--- src/rtl/wrf_pkg.sv ---
package wrf_pkg;

    localparam int XLEN = 32;

    typedef enum logic [3:0] {
        OP_NOP     = 4'd0,
        OP_ENTRY   = 4'd1,
        OP_RETW    = 4'd2,
        OP_ROTW    = 4'd3,
        OP_CHECK   = 4'd4,
        OP_MOVSP   = 4'd5,
        OP_RESTORE = 4'd6,
        OP_WRPS    = 4'd7,
        OP_WRWS    = 4'd8
    } op_e;

    typedef enum logic [3:0] {
        EXC_NONE    = 4'd0,
        EXC_OVF4    = 4'd1,
        EXC_OVF8    = 4'd2,
        EXC_OVF12   = 4'd3,
        EXC_UNF4    = 4'd4,
        EXC_UNF8    = 4'd5,
        EXC_UNF12   = 4'd6,
        EXC_ILLEGAL = 4'd7,
        EXC_ALLOCA  = 4'd8
    } exc_e;

    typedef struct packed {
        logic       woe;
        logic       excm;
        logic [1:0] callinc;
    } ps_t;

    function automatic logic windowed_ok(input ps_t ps);
        return ps.woe && !ps.excm;
    endfunction

endpackage

--- src/rtl/wrf_regs.sv ---
module wrf_regs
    import wrf_pkg::*;
#(
    parameter int NAREG = 64,
    parameter int NRD   = 3,
    localparam int AW   = $clog2(NAREG),
    localparam int WBW  = AW - 2
) (
    input  logic            clk,
    input  logic [WBW-1:0]  base,
    input  logic [3:0]      ridx  [NRD],
    output logic [XLEN-1:0] rdata [NRD],
    input  logic            we,
    input  logic [3:0]      widx,
    input  logic [XLEN-1:0] wdata
);

    logic [XLEN-1:0] mem [NAREG];

    function automatic logic [AW-1:0] to_phys(input logic [WBW-1:0] b, input logic [3:0] r);
        return {b, 2'b00} + AW'(r);
    endfunction

    for (genvar g = 0; g < NRD; g++) begin : g_rd
        assign rdata[g] = mem[to_phys(base, ridx[g])];
    end

    always_ff @(posedge clk) begin
        if (we) mem[to_phys(base, widx)] <= wdata;
    end

endmodule

--- src/rtl/wrf_window.sv ---
module wrf_window
    import wrf_pkg::*;
#(
    parameter int NGRP = 16,
    localparam int WBW = $clog2(NGRP)
) (
    input  op_e             op,
    input  logic [3:0]      s,
    input  logic [11:0]     imm,
    input  logic [XLEN-1:0] val,
    input  logic [XLEN-1:0] pc,
    input  logic [XLEN-1:0] rs_val,
    input  logic [XLEN-1:0] r0_val,
    input  logic [WBW-1:0]  base,
    input  logic [NGRP-1:0] ws,
    input  ps_t             ps,
    input  logic [WBW-1:0]  owb,
    output logic [WBW-1:0]  nxt_base,
    output logic [NGRP-1:0] nxt_ws,
    output ps_t             nxt_ps,
    output logic [WBW-1:0]  nxt_owb,
    output logic            epc_we,
    output exc_e            exc,
    output logic            ret_valid,
    output logic [XLEN-1:0] ret_pc,
    output logic            ent_we,
    output logic [3:0]      ent_vidx,
    output logic [XLEN-1:0] ent_data
);

    logic           legal;
    logic           found;
    logic [1:0]     n;
    logic [1:0]     m;
    logic [1:0]     w;
    logic [WBW-1:0] t;
    logic [WBW+3:0] delta;

    assign legal = windowed_ok(ps);
    assign w     = val[1:0];
    assign delta = {{WBW{val[3]}}, val[3:0]};

    always_comb begin
        nxt_base  = base;
        nxt_ws    = ws;
        nxt_ps    = ps;
        nxt_owb   = owb;
        epc_we    = 1'b0;
        exc       = EXC_NONE;
        ret_valid = 1'b0;
        ret_pc    = '0;
        ent_we    = 1'b0;
        ent_vidx  = '0;
        ent_data  = '0;
        found     = 1'b0;
        n         = '0;
        m         = '0;
        t         = '0;
        unique case (op)
            OP_ENTRY: begin
                if (s > 4'd3 || !legal) begin
                    exc         = EXC_ILLEGAL;
                    nxt_ps.excm = 1'b1;
                    epc_we      = 1'b1;
                end else begin
                    ent_we   = 1'b1;
                    ent_vidx = {ps.callinc, s[1:0]};
                    ent_data = rs_val - (XLEN'(imm) << 3);
                    t        = base + WBW'(ps.callinc);
                    nxt_base = t;
                    nxt_ws[t] = 1'b1;
                end
            end
            OP_CHECK: begin
                if (legal) begin
                    for (int k = 1; k <= 3; k++) begin
                        if (!found && (k <= int'(w)) && ws[WBW'(base + WBW'(k))]) begin
                            found = 1'b1;
                            n     = 2'(k);
                        end
                    end
                    if (found) begin
                        t           = base + WBW'(n);
                        nxt_base    = t;
                        nxt_owb     = base;
                        nxt_ps.excm = 1'b1;
                        epc_we      = 1'b1;
                        if (ws[WBW'(t + WBW'(1))])      exc = EXC_OVF4;
                        else if (ws[WBW'(t + WBW'(2))]) exc = EXC_OVF8;
                        else                            exc = EXC_OVF12;
                    end
                end
            end
            OP_RETW: begin
                n = r0_val[31:30];
                for (int k = 1; k <= 3; k++) begin
                    if (!found && ws[WBW'(base - WBW'(k))]) begin
                        found = 1'b1;
                        m     = 2'(k);
                    end
                end
                if (n == 2'd0 || (m != 2'd0 && m != n) || !legal) begin
                    exc         = EXC_ILLEGAL;
                    nxt_ps.excm = 1'b1;
                    epc_we      = 1'b1;
                end else begin
                    ret_valid = 1'b1;
                    ret_pc    = {pc[31:30], r0_val[29:0]};
                    t         = base - WBW'(n);
                    nxt_base  = t;
                    if (ws[t]) begin
                        nxt_ws[base] = 1'b0;
                    end else begin
                        nxt_owb     = base;
                        nxt_ps.excm = 1'b1;
                        epc_we      = 1'b1;
                        exc         = exc_e'(4'd3 + 4'(n));
                    end
                end
            end
            OP_ROTW:    nxt_base = base + delta[WBW-1:0];
            OP_MOVSP: begin
                if (!(ws[WBW'(base - WBW'(1))] || ws[WBW'(base - WBW'(2))] ||
                      ws[WBW'(base - WBW'(3))])) begin
                    exc         = EXC_ALLOCA;
                    nxt_ps.excm = 1'b1;
                    epc_we      = 1'b1;
                end
            end
            OP_RESTORE: nxt_base = owb;
            OP_WRPS: begin
                nxt_ps.woe     = val[0];
                nxt_ps.excm    = val[1];
                nxt_ps.callinc = val[3:2];
                nxt_owb        = val[4 +: WBW];
            end
            OP_WRWS:    nxt_ws = val[NGRP-1:0];
            default: ;
        endcase
    end

endmodule

--- src/rtl/win_regfile_ctrl.sv ---
module win_regfile_ctrl
    import wrf_pkg::*;
#(
    parameter int NAREG = 64,
    localparam int NGRP = NAREG / 4,
    localparam int WBW  = $clog2(NGRP)
) (
    input  logic            clk,
    input  logic            rst,
    input  logic [3:0]      op,
    input  logic [3:0]      op_s,
    input  logic [11:0]     op_imm,
    input  logic [31:0]     op_val,
    input  logic [31:0]     pc_in,
    input  logic [3:0]      rd_a_idx,
    input  logic [3:0]      rd_b_idx,
    output logic [31:0]     rd_a_data,
    output logic [31:0]     rd_b_data,
    input  logic            wr_en,
    input  logic [3:0]      wr_idx,
    input  logic [31:0]     wr_data,
    output logic [3:0]      exc_code,
    output logic            ret_valid,
    output logic [31:0]     ret_pc,
    output logic [WBW-1:0]  win_base,
    output logic [NGRP-1:0] win_start,
    output logic            ps_woe,
    output logic            ps_excm,
    output logic [1:0]      ps_callinc,
    output logic [WBW-1:0]  ps_owb,
    output logic [31:0]     epc
);

    op_e             op_c;
    logic [WBW-1:0]  base_q, base_d, owb_q, owb_d;
    logic [NGRP-1:0] ws_q, ws_d;
    ps_t             ps_q, ps_d;
    logic [XLEN-1:0] epc_q;
    logic            epc_we;
    exc_e            exc;
    logic            ent_we;
    logic [3:0]      ent_vidx;
    logic [XLEN-1:0] ent_data;
    logic [3:0]      ridx  [3];
    logic [XLEN-1:0] rdata [3];

    assign op_c    = op_e'(op);
    assign ridx[0] = rd_a_idx;
    assign ridx[1] = rd_b_idx;
    assign ridx[2] = (op_c == OP_ENTRY) ? op_s : 4'd0;

    wrf_regs #(.NAREG(NAREG), .NRD(3)) u_regs (
        .clk   (clk),
        .base  (base_q),
        .ridx  (ridx),
        .rdata (rdata),
        .we    (ent_we || wr_en),
        .widx  (ent_we ? ent_vidx : wr_idx),
        .wdata (ent_we ? ent_data : wr_data)
    );

    wrf_window #(.NGRP(NGRP)) u_win (
        .op        (op_c),
        .s         (op_s),
        .imm       (op_imm),
        .val       (op_val),
        .pc        (pc_in),
        .rs_val    (rdata[2]),
        .r0_val    (rdata[2]),
        .base      (base_q),
        .ws        (ws_q),
        .ps        (ps_q),
        .owb       (owb_q),
        .nxt_base  (base_d),
        .nxt_ws    (ws_d),
        .nxt_ps    (ps_d),
        .nxt_owb   (owb_d),
        .epc_we    (epc_we),
        .exc       (exc),
        .ret_valid (ret_valid),
        .ret_pc    (ret_pc),
        .ent_we    (ent_we),
        .ent_vidx  (ent_vidx),
        .ent_data  (ent_data)
    );

    always_ff @(posedge clk) begin
        if (rst) begin
            base_q <= '0;
            ws_q   <= NGRP'(1);
            ps_q   <= '0;
            owb_q  <= '0;
            epc_q  <= '0;
        end else begin
            base_q <= base_d;
            ws_q   <= ws_d;
            ps_q   <= ps_d;
            owb_q  <= owb_d;
            if (epc_we) epc_q <= pc_in;
        end
    end

    assign rd_a_data  = rdata[0];
    assign rd_b_data  = rdata[1];
    assign exc_code   = exc;
    assign win_base   = base_q;
    assign win_start  = ws_q;
    assign ps_woe     = ps_q.woe;
    assign ps_excm    = ps_q.excm;
    assign ps_callinc = ps_q.callinc;
    assign ps_owb     = owb_q;
    assign epc        = epc_q;

    // an illegal operation always leaves exception mode set
    a_r4_illegal_sets_excm: assert property (@(posedge clk) disable iff (rst)
        (exc_code == 4'd7) |=> ps_excm);

    // a spill trap saves the old base and enters exception mode
    a_r7_ovf_saves_base: assert property (@(posedge clk) disable iff (rst)
        (exc_code inside {4'd1, 4'd2, 4'd3}) |=> (ps_excm && ps_owb == $past(win_base)));

    // no spill trap outside the windowed mode
    a_r6_check_quiet: assert property (@(posedge clk) disable iff (rst)
        (op == 4'd4 && !(ps_woe && !ps_excm)) |-> (exc_code == 4'd0));

    // return target keeps the PC's top two bits
    a_r9_ret_region: assert property (@(posedge clk) disable iff (rst)
        ret_valid |-> (ret_pc[31:30] == pc_in[31:30]));

    // restore takes the saved base
    a_r12_restore_base: assert property (@(posedge clk) disable iff (rst)
        (op == 4'd6) |=> (win_base == $past(ps_owb)));

    // the base holds still across a no-op
    a_r1_nop_keeps_base: assert property (@(posedge clk) disable iff (rst)
        (op == 4'd0) |=> $stable(win_base));

endmodule

--- config.mk ---
export PLATFORM = sky130hd
export DESIGN_NAME = win_regfile_ctrl
export DESIGN_NICKNAME = d
export VERILOG_FILES = /design/src/rtl/wrf_pkg.sv /design/src/rtl/wrf_regs.sv /design/src/rtl/wrf_window.sv /design/src/rtl/win_regfile_ctrl.sv
export SDC_FILE = /design/constraint.sdc
export NUM_CORES = 2
export LEC_CHECK = 0
export BUFFER_PORTS_ARGS = -buffer_cell sky130_fd_sc_hd__buf_2
export CORE_UTILIZATION = 57
export DETAILED_ROUTE_END_ITERATION = 6
export MAX_ROUTING_LAYER = met4
export PLACE_DENSITY_LB_ADDON = 0.15
export SETUP_SLACK_MARGIN = 0.5
export SKIP_CTS_REPAIR_TIMING = 1
export SLEW_MARGIN = 20
export SYNTH_ARGS = -nofsm -noshare
export SYNTH_HDL_FRONTEND = slang
export SYNTH_HIERARCHICAL = 1
export SYNTH_SLANG_ARGS = --single-unit
--- constraint.sdc ---
create_clock -name clk -period 7.46 [get_ports clk]
set_input_delay 1.119 -clock clk [delete_from_list [all_inputs] [get_ports clk]]
set_output_delay 1.119 -clock clk [all_outputs]
set_load 0.1 [all_outputs]
==> metrics.yaml <==
pwr:
  peakVddDrop_mv: 0.3824
  p_leak_nw: 43.14
  total_power_mw: 31.99
  power.density_mw_per_mm2: 235.6
yosys:
  syn_area_per_cell_um2: 18.84
  synth_top_cells_by_count: "2048 x edfxtp_1, 1826 x mux4_2, 287 x nor2_1"
  ys_warn_count: 6
  postSynth.asyncResetShare_pct: 0
  synth_area_mm2: 0.1173
  ys_ff_latch: 2108
  yosys_most_used_dff: "edfxtp_1"
  synth_largest_area_cell: "edfxtp_1"
  yosysUniqueCellTypes: 72
  synth_nets: 6407
  synth.area.top_cells: "edfxtp_1 52%, mux4_2 35%, dfxtp_1 1.0%, mux2i_1 0.95%, nor2_1 0.92%"
  synth_top_cell_area_share_pct: 52.43
  syn_inst: 6226
  yosysSeqAreaShare_pct: 53.45
  synth_edf_count: 2048
  synth.most_common_cell: "edfxtp_1"
sta:
  final_hold_viol_count: 0
  finalSetupViolations: 0
  max_freq_mhz: 139.6
  final_max_slew_viol_count: 0
  slew_headroom_pct: 11.67
  rsz0062_at_grt: "true"
  worst_pin_slew_ns: 1.315
  skew_ns: 0.05773
  period_needed_ns: 7.164
  tns_ns: 0
  timing.final.crit_share_pct: 96.03
detailed_routing:
  drc: 2
  ant_nets: 0
  vias_per_cell: 8.042
  wl_per_cell_um: 44.95
  drt_iter0_drc: 13350
  wl_um: 439200
  vias: 78560
  firstDrtPassIters: 7
die:
  initial_utilization_pct: 57.34
  die_area_mm2: 0.2076
  die_y_um: 455.6
  io_pins: 292
  core-area_mm2: 0.2046
  fp.dieW_um: 455.6
  rows: 166
setup_path:
  cp.depth: 23
  cpMaxStageDelayCell: "mux4_2"
  critPathTopFamily: "multiplexers"
  path_buf_inv: 10
  max_stage_delay_ns: 0.50
  cp.arrival_ns: 6.05
  required_ns: 6.34
  worstSetupPathType: "in -> out"
  cp-end-kind: "primary output"
  crit_top_cell: "buf_12"
  timing.critical_path.fanout_max: 7
  worstPathCellList: "buf_8 > nor4b_4 > buf_6 > buf_6 > and2_4 > buf_12 > buf_12 > buf_12 > mux4_2 > mux4_2 > o22ai_2 > buf_6 > nor2_4 > ha_4 > inv_4 > fa_2 > mux4_2 > mux2i_1 > mux2_4 > nand2_4 > o211ai_1 > buf_4 > buf_12"
  startpoint_type: "primary input"
  rr_worst_depth: 20
placement:
  dpl_cell_area_mm2: 0.1272
  dp_hpwl_um: 283600
  port_buffers: 275
  gp_congestion: 0.9917
layout:
  postLayoutCellArea_mm2: 0.1358
  fillers: 13330
  nets: 7038
  area_delta_synth_final_pct: 15.77
  fin_util_pct: 66.38
  drive_gt1_share_pct: 47.60
clock_network:
  cts_max_level: 4
  worstSkewPairLatency_ns: 0.92
  cts_buffer_depth: 3
  cts_buffers: 219
  root_buffer: "clkbuf_16"
  clkTransAtPathRegs_ns: 0.06
  clkSinkCount: 2108
  tritoncts: "built"
job:
  maxCapViolCount: 0
global_routing:
  grt_pass1_wl_um: 605800
  antenna_found_initial: 30
  grt_overflow: 0
  grt_max_degree: 91
  grt_pass1_vias: 76590
  track_usage_pct: 43.83
min_path:
  hp-class: "in -> reg"
  hold_depth: 3
outcome:
  violations: "design-rule violations"
  status: "finished, violations left"
-- metal layers --
metal | vias to the layer above | track usage (%) | wire length, um
met1 | 40520 | 53.82 | 137100
li1 | 28710 | - | -
met5 | - | - | 0
met4 | 0 | 31.48 | 40770
met2 | 7629 | 60.71 | 190500
met3 | 1696 | 15.27 | 70780
-- worst reg2reg max path: cells and delay by family (launching register included) --
kind	cells	cell delay, ns
fa+ha+maj	1	0.60
compound gates	2	0.50
mux	2	0.74
buf+inv	7	1.30
flops	1	0.39
simple gates	8	3.05
-- where the power goes --
group | leakage (nW) | internal [mW] | switching (mW)
clock | 3.67 | 6.79 | 4.90
combinational | 20.6 | 2.36 | 4.76
sequential | 18.9 | 13.1 | 0.0917
-- layout make-up --
class / count / area, um^2 / share of cell area, %
Sequential cell: 2108 / 62710 / 46.18
Multi-Input combinational cell: 3519 / 52760 / 38.85
Timing Repair Buffer: 961 / 9084 / 6.689
Clock buffer: 268 / 5715 / 4.209
Tap cell: 2688 / 3363 / 2.477
Clock inverter: 147 / 1886 / 1.388
Inverter: 48 / 205.2 / 0.1511
Antenna cell: 30 / 75.07 / 0.05528
-- final timing paths --
path | slack (ns) | end | from
setup reg to reg | 0.74 | u_regs/mem[61][31] | win_base[1]
setup / recovery | 0.30 | exc_code[0] | op[1]
hold reg to reg | 0.49 | epc[25] | epc[25]
hold / removal | 0.46 | epc[5] | pc_in[5]
-- kinds of logic after synthesis --
family,synth area share (%)
buffers and inverters,2.428
and+or+nand+nor,3.295
AOI/OAI and AO/OA,3.130
muxes,36.73
xor gates and xnor gates,0.3723
DFF,53.45
adders and majority gates,0.5909
-- sequential cells by signal (all words and copies together) (netlist names) --
register    cells
ps_woe          1
u_regs/mem   2048
win_start      16
ps_excm         1
epc            32
ps_callinc      2
win_base        4
ps_owb          4
-- stage by stage --
step                hold WS, ns  cells  setup slack (ns)
floorplan                0.9741   6226          -0.02141
global placement         0.4683   9268           -0.3816
detailed placement       0.4772   9268           -0.4389
CTS                      0.4277   9683           -0.2936
global route             0.4585   9762            0.1919
finish                   0.4583   9769            0.2959
-- placed cells by master, fill, tap and decap left out, types with 70 or more instances in the layout --
cell and instances:
nand3_1 100, buf_4 526, buf_2 232, mux4_2 1826
edfxtp_1 2048, clkbuf_16 224, o22ai_1 119, a21oi_1 148
nor2_1 214, mux2i_1 111, nor2_4 70, buf_12 176
nand2_1 229
Power figures use the tool's default switching activity.
